<file path="src/rtl/serial_mapper_regs.sv">
module serial_mapper_regs #(
  parameter bit RAM_OFF_AT_RESET = 1'b1,
  parameter int MIN_GAP          = 2
) (
  input  logic       clk,
  input  logic       rst_n,
  input  logic       cyc_en,
  input  logic       wr_en,
  input  logic [1:0] addr_sel,
  input  logic [7:0] wr_data,
  output logic [4:0] ctrl_q,
  output logic [4:0] bank_a_q,
  output logic [4:0] bank_b_q,
  output logic [4:0] prg_q,
  output logic       last_is_b
);
  localparam int VAL_W = 5;
  localparam int CNT_W = $clog2(VAL_W + 1);
  localparam int GAP_W = (MIN_GAP < 2) ? 1 : $clog2(MIN_GAP + 1);
  localparam logic [GAP_W-1:0] GAP_MAX  = '1;
  localparam logic [VAL_W-1:0] MODE_SET = 5'h0C;
  localparam logic [VAL_W-1:0] PRG_INIT = RAM_OFF_AT_RESET ? 5'h10 : 5'h00;

  logic [VAL_W-1:0] sbuf;
  logic [CNT_W-1:0] cnt;
  logic [GAP_W-1:0] gap;

  wire              wr_cyc  = wr_en & cyc_en;
  wire              gap_ok  = 32'(gap) >= MIN_GAP;
  wire              accept  = wr_cyc & gap_ok;
  wire              abort   = accept & wr_data[7];
  wire              shift   = accept & ~wr_data[7];
  wire [VAL_W-1:0]  nxt_buf = {wr_data[0], sbuf[VAL_W-1:1]};
  wire              commit  = shift && (32'(cnt) == VAL_W - 1);

  always_ff @(posedge clk or negedge rst_n) begin
    if (!rst_n) gap <= GAP_MAX;
    else if (wr_cyc) gap <= GAP_W'(1);
    else if (cyc_en && gap != GAP_MAX) gap <= gap + GAP_W'(1);
  end

  always_ff @(posedge clk or negedge rst_n) begin
    if (!rst_n) begin
      sbuf <= '0;
      cnt  <= '0;
    end else if (abort || commit) begin
      sbuf <= '0;
      cnt  <= '0;
    end else if (shift) begin
      sbuf <= nxt_buf;
      cnt  <= cnt + CNT_W'(1);
    end
  end

  always_ff @(posedge clk or negedge rst_n) begin
    if (!rst_n) begin
      ctrl_q    <= MODE_SET;
      bank_a_q  <= '0;
      bank_b_q  <= '0;
      prg_q     <= PRG_INIT;
      last_is_b <= 1'b0;
    end else if (abort) begin
      ctrl_q <= ctrl_q | MODE_SET;
    end else if (commit) begin
      case (addr_sel)
        2'd0: ctrl_q <= nxt_buf;
        2'd1: begin bank_a_q <= nxt_buf; last_is_b <= 1'b0; end
        2'd2: begin bank_b_q <= nxt_buf; last_is_b <= 1'b1; end
        default: prg_q <= nxt_buf;
      endcase
    end
  end


  cnt_range_chk: assert property (@(posedge clk) disable iff (!rst_n)
    32'(cnt) < VAL_W);


  regs_hold_chk: assert property (@(posedge clk) disable iff (!rst_n)
    !wr_cyc |=> $stable({ctrl_q, bank_a_q, bank_b_q, prg_q, last_is_b}));


  abort_mode_chk: assert property (@(posedge clk) disable iff (!rst_n)
    abort |=> (ctrl_q[3:2] == 2'b11) && $stable({bank_a_q, bank_b_q, prg_q, last_is_b}) && (cnt == '0));


  gap_drop_chk: assert property (@(posedge clk) disable iff (!rst_n)
    (wr_cyc && !gap_ok) |=> $stable({ctrl_q, bank_a_q, bank_b_q, prg_q, last_is_b, cnt, sbuf}));


  flag_keep_chk: assert property (@(posedge clk) disable iff (!rst_n)
    (wr_cyc && (addr_sel[1] == addr_sel[0])) |=> $stable(last_is_b));
endmodule

</file>
<file path="config.mk">
export PLATFORM = sky130hd
export DESIGN_NAME = serial_mapper_regs
export DESIGN_NICKNAME = d
export VERILOG_FILES = /design/src/rtl/serial_mapper_regs.sv
export SDC_FILE = /design/constraint.sdc
export NUM_CORES = 1
export LEC_CHECK = 0
export BUFFER_PORTS_ARGS = -buffer_cell sky130_fd_sc_hd__buf_2
export CAP_MARGIN = 30
export CORE_MARGIN = 2
export CORE_UTILIZATION = 54
export CTS_BUF_LIST = sky130_fd_sc_hd__clkbuf_8
export CTS_CLUSTER_SIZE = 8
export DETAILED_ROUTE_END_ITERATION = 7
export GPL_TIMING_DRIVEN = 0
export PLACE_DENSITY = 0.87
export SLEW_MARGIN = 40
export SYNTH_ARGS = -nofsm -noshare
export SYNTH_HDL_FRONTEND = slang
export SYNTH_SLANG_ARGS = --single-unit
</file>
<file path="constraint.sdc">
create_clock -name clk -period 2.4 [get_ports clk]
set_input_delay 0.12 -clock clk [delete_from_list [all_inputs] [get_ports clk]]
set_output_delay 0.12 -clock clk [all_outputs]
set_load 0.01 [all_outputs]
</file>
-- Yosys cells after proc, flatten, opt, wreduce, memory -nomap -nowiden
Index checks and enable logic that the tools add are counted.
- memories: 0
- output and inout port bits: 21
- bits of input ports: 14
- bits in latches: 0
- register bits: 31
- ROM bits: 0
- RAM bits: 0
- word-level logic and storage cells: 49
- bitwise gates (word level): 7
- multipliers: 0
- add/subtract/negate cells: 2
- reduce and logical (&&, ||, !) cells: 16
- eq/ne operators: 4
- div/mod/pow operators: 0
- mux-type cells: 10
- order comparisons: 1
- shift-type cells: 0
- operators with widths (cell ; count):
    AND reduction 3 bit ; 5
    2-to-1 mux 4 bit ; 3
    2-to-1 mux 5 bit ; 2
    nonzero test 2 bit ; 5
    2-to-1 mux 3 bit ; 2
    bitwise AND 1 bit ; 4
    2-to-1 mux 2 bit ; 2
    adder 3 x 1 -> 3 bit (second input constant) ; 1
    equality test 3 bit (second input constant) ; 1
    inverter 1 bit ; 3
    OR reduction 3 bit ; 1
    adder 2 x 1 -> 2 bit (second input constant) ; 1
    equality test 2 x 1 -> 1 bit (second input constant) ; 1
    equality test 2 bit (second input constant) ; 1
    greater-or-equal comparator 2 bit (second input constant) ; 1
    logical AND 1 bit ; 2
    zero test 2 bit ; 1
    != test 2 bit (second input constant) ; 1
    one-hot mux 1 bit (2 select lines) ; 1
    AND reduction 2 bit ; 1
    logical OR 1 bit ; 1

-- Longest topological paths before layout
Gate-level depths: netlist (run 1).
- depth after elaboration: 6
- gate-level depth with buffers: 6
- mapped depth without buffers: 5

-- Worst setup path before layout (run 1)
OpenSTA, ideal clock, no wires.
- path type: reg2reg
- from: reg gap[1]
- to: reg prg_q[0]
- period minus slack after synthesis: 1.774 ns
- buffers on the path: 0
- arrival time: 1.649 ns
- slack: 0.626 ns
- library setup time: 0.125 ns
- stages on the path, launching flop included: 5
- path through: dfstp_2 > ha_1 > o211ai_4 > nor4b_4 > mux2_2
- longest elaborated chain between the ends: 5
- elaborated cells on any way between the ends: 7
- RTL lines (what ; RTL line ; source):
    from (decl) ; 26 ; logic [GAP_W-1:0] gap;
    from (signal assigned) ; 39 ; else if (cyc_en && gap != GAP_MAX) gap <= gap + GAP_W'(1);
    greater-or-equal comparator 2 bit * ; 29 ; wire gap_ok = 32'(gap) >= MIN_GAP;
    bitwise AND 1 bit * ; 30 ; wire accept = wr_cyc & gap_ok;
    bitwise AND 1 bit, on equally long branches ; 32, 31 ;
    logical AND 1 bit / inverter 1 bit (equally long branches) ; - ;
    AND reduction 3 bit (no line) * ; - ;
    to (signal assigned) ; 69 ; default: prg_q <= nxt_buf;
    to (decl) ; 14 ; output logic [4:0] prg_q,
Every way passes the cells marked *; elsewhere a longest branch is shown, timed or not.
A chain may end at the register's enable or synchronous reset.

-- Worst setup path in the final report (run 1)
Same ends and word-level chain as after synthesis.

==> summary.md, run 1 <==
| Metric | Value |
|---|---|
| Total gr overflow | `0` |
| Mapped Cells | `99` |
| Routed wl met2 | `1220 microns` |
| Pleak | `0.874 nW` |
| Buffers on Ports | `28` |
| DRT iter0 DRCs | `4` |
| Sum of negative setup slack | `0 ns` |
| #FFs+latches synth | `30` |
| Avg WL per Cell | `~16 microns` |
| Nets | `around 160` |
| Routability cong. | `0.785` |
| Number of max-cap violations | `0` |
| Yosys warnings | `0` |
| Share of layout cells above drive strength 1 | `0.500` |
| Kind of critical path | `reg2reg` |
| Relative slew slack | `0.568` |
| Number of placement rows | `18` |
| Total track usage | `0.214` |
| Met3 WL | `171 microns` |
| Delay-heaviest family, CP | `flip-flops` |
| Clock Skews | `between 0.008 and 0.009 ns` |
| Final Hold Viols | `0` |
| Worst-path cell chain | `ha_1, o211ai_4, nor4b_4, mux2_2` |
| First-pass iteration count of the detailed router | `4` |
| H-tree Lvls | `2` |
| CP bufs+invs | `0` |
| Die area | `3020 sq um` |
| Worst slew pin tran | `0.648 ns` |
| Synth Cell Area | `approximately 1400 sq um` |
| Post-route cell area | `between 1500 and 2000 sq um` |
| Synth top cells by count | `25 x dfrtp_1, 20 x mux2_2, 9 x inv_1` |
| Die Span Y | `54.9 microns` |
| P&R area growth vs syn | `19.9%` |
| HPWL after DPL | `~1900 microns` |
| Vias in the first global route | `approximately 930` |
| Diodes inserted | `0` |
| Setup Fix Bufs, Post-CTS | `0` |
| Core area | `2480 sq um` |
| Area contributors post-synth | `dfrtp_1 45%, mux2_2 16%, dfstp_2 9.4%` |
| Syn Area/Cell | `about 14 sq um` |
| Largest net degree at the start of global routing | `31` |
| Uppermost routed layer | `met4` |
| RSZ-0062 raised after global routing | `no` |
| Slowest cell on the critical path | `dfstp_2` |
| CTS root buffer | `clkbuf_8` |
| Status | `complete, no violations` |
| Peak Freq | `0.508 GHz` |
| Clock Pin Slew Worst Setup and Hold Paths | `roughly 0.060 ns` |
| Peak supply drop | `589 uV` |
| Clk Latency, worst-skew pair | `between 0.2 and 0.3 ns` |
| Fill cells | `slightly below 200` |
| CP Launch Type | `register` |
| Synth async-reset ratio | `1.00` |
| Sequential area share after synthesis | `0.541` |
| Top cell type by total area after synthesis | `dfrtp_1` |
| Largest stage delay, worst path | `0.58 ns` |
| Min Tclk post-route | `about 2.0 ns` |
| Top-area cell type share of the netlist area | `0.447` |
| Hold Crit Class | `in2reg` |
| Post-synth EDFFs | `0` |
| Final wirelength | `around 2600 microns` |
| Total power | `0.00146 W` |
| Mapped Nets | `roughly 120` |
| Initial antenna violation count | `0` |
| Top FF cell, synth | `dfrtp_1` |
| Resized Gates After CTS | `0` |
| Crit-path max FO | `9` |
| Final Cycle Share | `0.820` |
| Kind of end point of the critical path | `register` |
| Io pins | `35` |
| Worst endpoint required time | `roughly 2.6 ns` |
| Antenna Violating Nets Remaining | `0` |
| CTS tree | `yes` |
| Metal1 wirelength | `1170 microns` |
| Vias per cell | `between 5 and 6` |
| Unique cell type count in the Yosys netlist | `23` |
| Sink Count | `30` |
| CTS buffer count | `5` |
| Cell Pwr Density | `approximately 870 nW/um^2` |
| Crit path arrival time | `2.13 ns` |
| Top-count cell post-synth | `dfrtp_1` |
| # DRC | `0` |
| Slew Limit Fails | `0` |
| # setup viols final | `0` |
| Placed instance area | `1580 sq um` |
| DR vias | `approximately 900` |
| First-pass GRT wire length | `around 4300 microns` |
| Die W | `54.9 microns` |
| Starting density of the core | `0.565` |
| Clock Path Buffers | `2` |
registers in the layout (all words and copies together), names as in the netlist:
register   count
ctrl_q         5
gap            2
cnt            3
bank_b_q       5
last_is_b      1
prg_q          5
bank_a_q       5
sbuf           4
layout by cell type (no fill, tap or decap):
cell	count
dfstp_2	5
o21ai_0	2
buf_4	2
ha_1	8
nor4b_4	1
or3b_2	1
mux2_2	20
a211oi_1	2
clkinv_2	1
nor2_1	2
inv_1	10
a211o_1	1
nand2_1	2
nor4_1	3
nor2b_1	2
dfrtp_1	25
nor4b_1	2
nor4_4	2
nand3_1	1
nor3_1	1
buf_2	28
nor3b_2	1
o211ai_4	1
clkbuf_8	6
a22o_1	5
o2bb2ai_1	1
dlygate4sd3_1	1
metrics by stage:
| step | hold slack [ns] | util | worst slack (ns) | cells |
|---|---|---|---|---|
| final | 0.114 | 0.678 | 0.432 | 166 |
| after global routing | 0.138 | 0.678 | 0.350 | 166 |
| after CTS | 0.107 | 0.678 | 0.394 | 166 |
| after detailed placement | 0.189 | 0.637 | 0.397 | 157 |
| after global placement | 0.169 | 0.637 | 0.440 | 157 |
| after floorplan | -0.176 | - | 0.626 | 99 |
timing repair:
item                                   in CTS  in global routing
endpoints found under the hold margin      25                  0
setup endpoints to repair                   0                  0
hold buffers                                1                  0
report_power, final:
| group | leakage, nW | internal (W) | switching (W) |
|---|---|---|---|
| Combinational | 0.427 | 0.000155 | 0.000185 |
| Sequential | 0.395 | 0.000618 | 0.0000876 |
| Clock | 0.0524 | 0.000227 | 0.000189 |
cells by family (layout without fill, tap and decap cells):
group / after synthesis / count (layout) / synth area share
compound gates: 12 / 12 / 0.0769
flops: 30 / 30 / 0.541
mux: 20 / 20 / 0.161
fa+ha+maj: 8 / 8 / 0.0715
simple gates: 18 / 18 / 0.115
buf+inv: 11 / 48 / 0.0348
layout make-up:
| class | count | area (sq um) | area share |
|---|---|---|---|
| buffer | 2 | 15.0 | 0.00894 |
| clock inverter | 2 | 8.76 | 0.00522 |
| timing repair buffer | 29 | 150 | 0.0894 |
| inverter | 9 | 33.8 | 0.0201 |
| sequential | 30 | 757 | 0.451 |
| clock buffer | 6 | 82.6 | 0.0492 |
| tap | 30 | 37.5 | 0.0224 |
| multi-input combinational | 58 | 594 | 0.354 |
worst reg2reg max path, cell delays in order (launching register included):
cell and delay, ns:
dfstp_2 0.58, ha_1 0.20, o211ai_4 0.16, nor4b_4 0.52, mux2_2 0.39
routing by layer:
metal | global-route usage | vias up
met5 | 0 | -
met4 | 0.118 | 0
met3 | 0.0833 | 5
met2 | 0.315 | 33
met1 | 0.269 | 445
li1 | - | 433
path summary, 6_finish.rpt:
| kind | from | end | slack (ns) | cells after the start |
|---|---|---|---|---|
| min reg2reg | prg_q[3] | prg_q[3] | 0.50 | 1 |
| max in group asynchronous | rst_n | bank_b_q[2] | 1.58 | 2 |
| max reg2reg | gap[1] | prg_q[0] | 0.43 | 4 |
| min | wr_data[0] | sbuf[4] | 0.11 | 2 |
| max | gap[1] | prg_q[0] | 0.43 | 4 |
| min in group asynchronous | rst_n | last_is_b | 0.39 | 2 |
No activity file was read; power rests on OpenSTA's default activity.
==> inputs of run 2 (changes only) <==
- ABC_AREA: default -> 1
- clock period: 2.4 -> 1.9 ns (I/O delays scaled with it)
==> summary.md, run 2 <==
| Metric | Value |
|---|---|
| Nets | `208 (was 157)` |
| Total gr overflow | `0 (unchanged)` |
| Crit-path max FO | `10 (was 9)` |
| Sw frac | `0.333 (was 0.316)` |
| Worst endpoint required time | `2.07 ns (was 2.57 ns)` |
| Diodes inserted | `0 (unchanged)` |
| Crit path arrival time | `1.74 ns (was 2.13 ns)` |
| Resized Gates After CTS | `0 (unchanged)` |
| Peak Freq | `0.639 GHz (was 0.508 GHz)` |
| CTS root buffer | `clkbuf_8 (unchanged)` |
| Total track usage | `0.208 (was 0.214)` |
| Antenna Violating Nets Remaining | `0 (unchanged)` |
| RSZ-0062 raised after global routing | `no (unchanged)` |
| Unique cell type count in the Yosys netlist | `18 (was 23)` |
| Synth top cells by count | `45 x nand2_1, 25 x dfrtp_1, 20 x inv_1 (was 25 x dfrtp_1, 20 x mux2_2, 9 x inv_1)` |
| Cell Pwr Density | `1180 nW/um^2 (was 870 nW/um^2)` |
| Top cell type by total area after synthesis | `dfrtp_1 (unchanged)` |
| Avg WL per Cell | `13.2 microns (was 15.7 microns)` |
| Top FF cell, synth | `dfrtp_1 (unchanged)` |
| Mapped Nets | `172 (was 121)` |
| Sw power | `0.000684 W (was 0.000462 W)` |
| Relative slew slack | `0.560 (was 0.568)` |
| CTS tree | `yes (unchanged)` |
| Mapped Cells | `150 (was 99)` |
| Number of max-cap violations | `0 (unchanged)` |
| CP bufs+invs | `2 (was 0)` |
| Clock Pin Slew Worst Setup and Hold Paths | `0.07 ns (was 0.06 ns)` |
| First-pass iteration count of the detailed router | `4 (unchanged)` |
| Hold EP | `sbuf[4] (unchanged)` |
| Yosys warnings | `0 (unchanged)` |
| Vias in the first global route | `1,108 (was 927)` |
| Initial antenna violation count | `0 (unchanged)` |
| Synth Cell Area | `1440 sq um (was 1400 sq um)` |
| Pleak | `0.938 nW (was 0.874 nW)` |
| Hold Path Stages | `3 (was 2)` |
| Die W | `55.6 microns (was 54.9 microns)` |
| Starting density of the core | `0.576 (was 0.565)` |
| Seq pwr share | `0.446 (was 0.483)` |
| H-tree Lvls | `2 (unchanged)` |
| Sum of negative setup slack | `0 ns (unchanged)` |
| Clk Latency, worst-skew pair | `0.29 ns (was 0.28 ns)` |
| Routability cong. | `0.783 (was 0.785)` |
| Mux contribution to synthesized area | `0 (was 0.161)` |
| R2r endpoint | `cnt[2] (was prg_q[0])` |
| Most frequent cells in the layout | `45 x nand2_1, 28 x buf_2, 25 x dfrtp_1 (was 28 x buf_2, 25 x dfrtp_1, 20 x mux2_2)` |
| Slew Limit Fails | `0 (unchanged)` |
| P&R area growth vs syn | `20.7% (was 19.9%)` |
| Final Cycle Share | `0.823 (was 0.820)` |
| Clock Path Buffers | `2 (unchanged)` |
| Final worst slack | `0.336 ns (was 0.432 ns)` |
| CP Launch Type | `register (unchanged)` |
| Number of placement rows | `18 (unchanged)` |
| Sequential area share after synthesis | `0.526 (was 0.541)` |
| Worst slew pin tran | `0.660 ns (was 0.648 ns)` |
| Reg-to-reg critical path startpoint | `gap[0] (was gap[1])` |
| Slowest cell on the critical path | `dfstp_2 (unchanged)` |
| Delay-heaviest family, CP | `flip-flops (unchanged)` |
| Top-area cell type share of the netlist area | `0.435 (was 0.447)` |
| Final wirelength | `2860 microns (was 2610 microns)` |
| Worst-path cell chain | `inv_1, ha_1, nor2_2, nor2_8, buf_6, nand2_2, nand2_1, nand2_1, nor2_2 (was ha_1, o211ai_4, nor4b_4, mux2_2)` |
| Synth async-reset ratio | `1.00 (unchanged)` |
| Sink Count | `30 (unchanged)` |
| Largest family of logic cells by synthesized area | `simple AND/OR/NAND/NOR gates (was multiplexers)` |
| HPWL after DPL | `2050 microns (was 1870 microns)` |
| Die Span Y | `55.6 microns (was 54.9 microns)` |
| DRT iter0 DRCs | `32 (was 4)` |
| DR vias | `1,108 (was 916)` |
| Post-synthesis adder-cell area fraction | `0.0696 (was 0.0715)` |
| Largest net degree at the start of global routing | `31 (unchanged)` |
| Place WS | `0.332 ns (was 0.397 ns)` |
| Commonest non-fill, non-tap cell in the layout | `nand2_1 (was buf_2)` |
| Compound-Gate Fraction of Synth Area | `0.0957 (was 0.0769)` |
| Top-count cell post-synth | `nand2_1 (was dfrtp_1)` |
| Buffers on Ports | `28 (unchanged)` |
| Post-synth EDFFs | `0 (unchanged)` |
| Min Tclk post-route | `1.56 ns (was 1.97 ns)` |
| First-pass GRT wire length | `4900 microns (was 4260 microns)` |
| Die area | `3090 sq um (was 3020 sq um)` |
| Syn Area/Cell | `9.59 sq um (was 14.1 sq um)` |
| Peak supply drop | `770 uV (was 589 uV)` |
| #FFs+latches synth | `30 (unchanged)` |
| Area contributors post-synth | `dfrtp_1 43%, nand2_1 12%, dfstp_2 9.1% (was dfrtp_1 45%, mux2_2 16%, dfstp_2 9.4%)` |
| Largest stage delay, worst path | `0.53 ns (was 0.58 ns)` |
| Clock power share | `0.297 (was 0.284)` |
| Simple-Gate Fraction of Synth Area | `0.249 (was 0.115)` |
| Core area | `2500 sq um (was 2480 sq um)` |
| Synth Area in XOR/XNOR | `0 (unchanged)` |
| Share of layout cells above drive strength 1 | `0.294 (was 0.500)` |
| # setup viols final | `0 (unchanged)` |
| Final Hold Viols | `0 (unchanged)` |
| Clock Skews | `0.00456 ns (was 0.00811 ns)` |
| Hold_sp | `wr_data[0] (unchanged)` |
| Comb power frac | `0.257 (was 0.233)` |
| P_int | `0.00137 W (was 0.000999 W)` |
| Worst reg2reg path depth | `9 (was 4)` |
| Vias per cell | `5.11 (was 5.52)` |
| CTS buffer count | `5 (unchanged)` |
| # DRC | `0 (unchanged)` |
| Kind of end point of the critical path | `register (unchanged)` |
| Hold Crit Class | `in2reg (unchanged)` |
| Io pins | `35 (unchanged)` |
| Kind of critical path | `reg2reg (unchanged)` |
| Flop2flop setup slack | `0.34 ns (was 0.43 ns)` |
| Status | `complete, no violations (unchanged)` |
## run 2: cell types whose count changed in the layout (fill, tap and decap cells not counted), moves of 5 or more
cell     change
a22o_1       -5
inv_1       +10
mux2_2      -20
nand2_1     +43
o21ai_0      +6
o21ai_1     +17
## run 2: area by class of cell
class	instances	area, sq um
fill	185	763
sequential	30	757
multi-input combinational	99	596
timing repair buffer	29	150
clock buffer	8	110
inverter	20	75.1
tap	30	37.5
buffer	1	11.3
## run 2: metal layers
layer,GRT usage,part of all wire,vias to the layer above,wire length (microns)
met2,0.333,0.49,36,1390
met5,0,0,-,0
met4,0.108,0.019,0,53
met1,0.248,0.43,523,1240
met3,0.0721,0.062,6,177
li1,-,-,543,-
## run 2: cell families (layout without fill, tap and decap cells)
kind of cell               after synthesis  in the layout
buffers and inverters                   21             58
and+or+nand+nor                         64             64
AOI/OAI and AO/OA                       27             27
DFF                                     30             30
adders and majority gates                8              8
## run 2: what timing repair did
| action | CTS | global route |
|---|---|---|
| buffers inserted | 0 | 0 |
| hold buffers | 1 | 0 |
| endpoints found under the hold margin | 25 | 0 |
## run 2: power groups by stage
| stage | clock, W | combinational [W] | sequential (W) |
|---|---|---|---|
| floorplan | 0 | 0.000347 | 0.000937 |
| global placement | 0 | 0.000502 | 0.000913 |
| detailed placement | 0 | 0.000535 | 0.000926 |
| CTS | 0.000618 | 0.000537 | 0.000915 |
| global route | 0.000648 | 0.000604 | 0.000940 |
| finish | 0.000611 | 0.000529 | 0.000917 |
## run 2: through the flow
stage | hold slack, ns | utilization | instances | total power [W] | area [sq um]
global placement | 0.138 | 0.647 | 208 | 0.00142 | 1620
global route | 0.110 | 0.695 | 217 | 0.00219 | 1740
floorplan | -0.201 | - | 150 | 0.00128 | 1440
detailed placement | 0.158 | 0.647 | 208 | 0.00146 | 1620
finish | 0.0869 | 0.695 | 217 | 0.00206 | 1740
CTS | 0.0824 | 0.695 | 217 | 0.00207 | 1740
## run 2: worst max-delay path by stage
stage            from      to  slack [ns]  cells after the start
6_report       gap[0]  cnt[2]        0.34                      9
5_1_grt        gap[0]  cnt[1]        0.20                      7
4_1_cts        gap[0]  cnt[2]        0.32                      9
3_5_place_dp   gap[0]  cnt[2]        0.33                      9
3_3_place_gp   gap[0]  cnt[2]        0.40                      9
2_1_floorplan  gap[0]  cnt[2]        0.44                      9
## run 2: tightest hold or removal path, stage by stage
cell	delay, ns
buf_2	0.11
nand2_1	0.06
o21ai_1	0.06
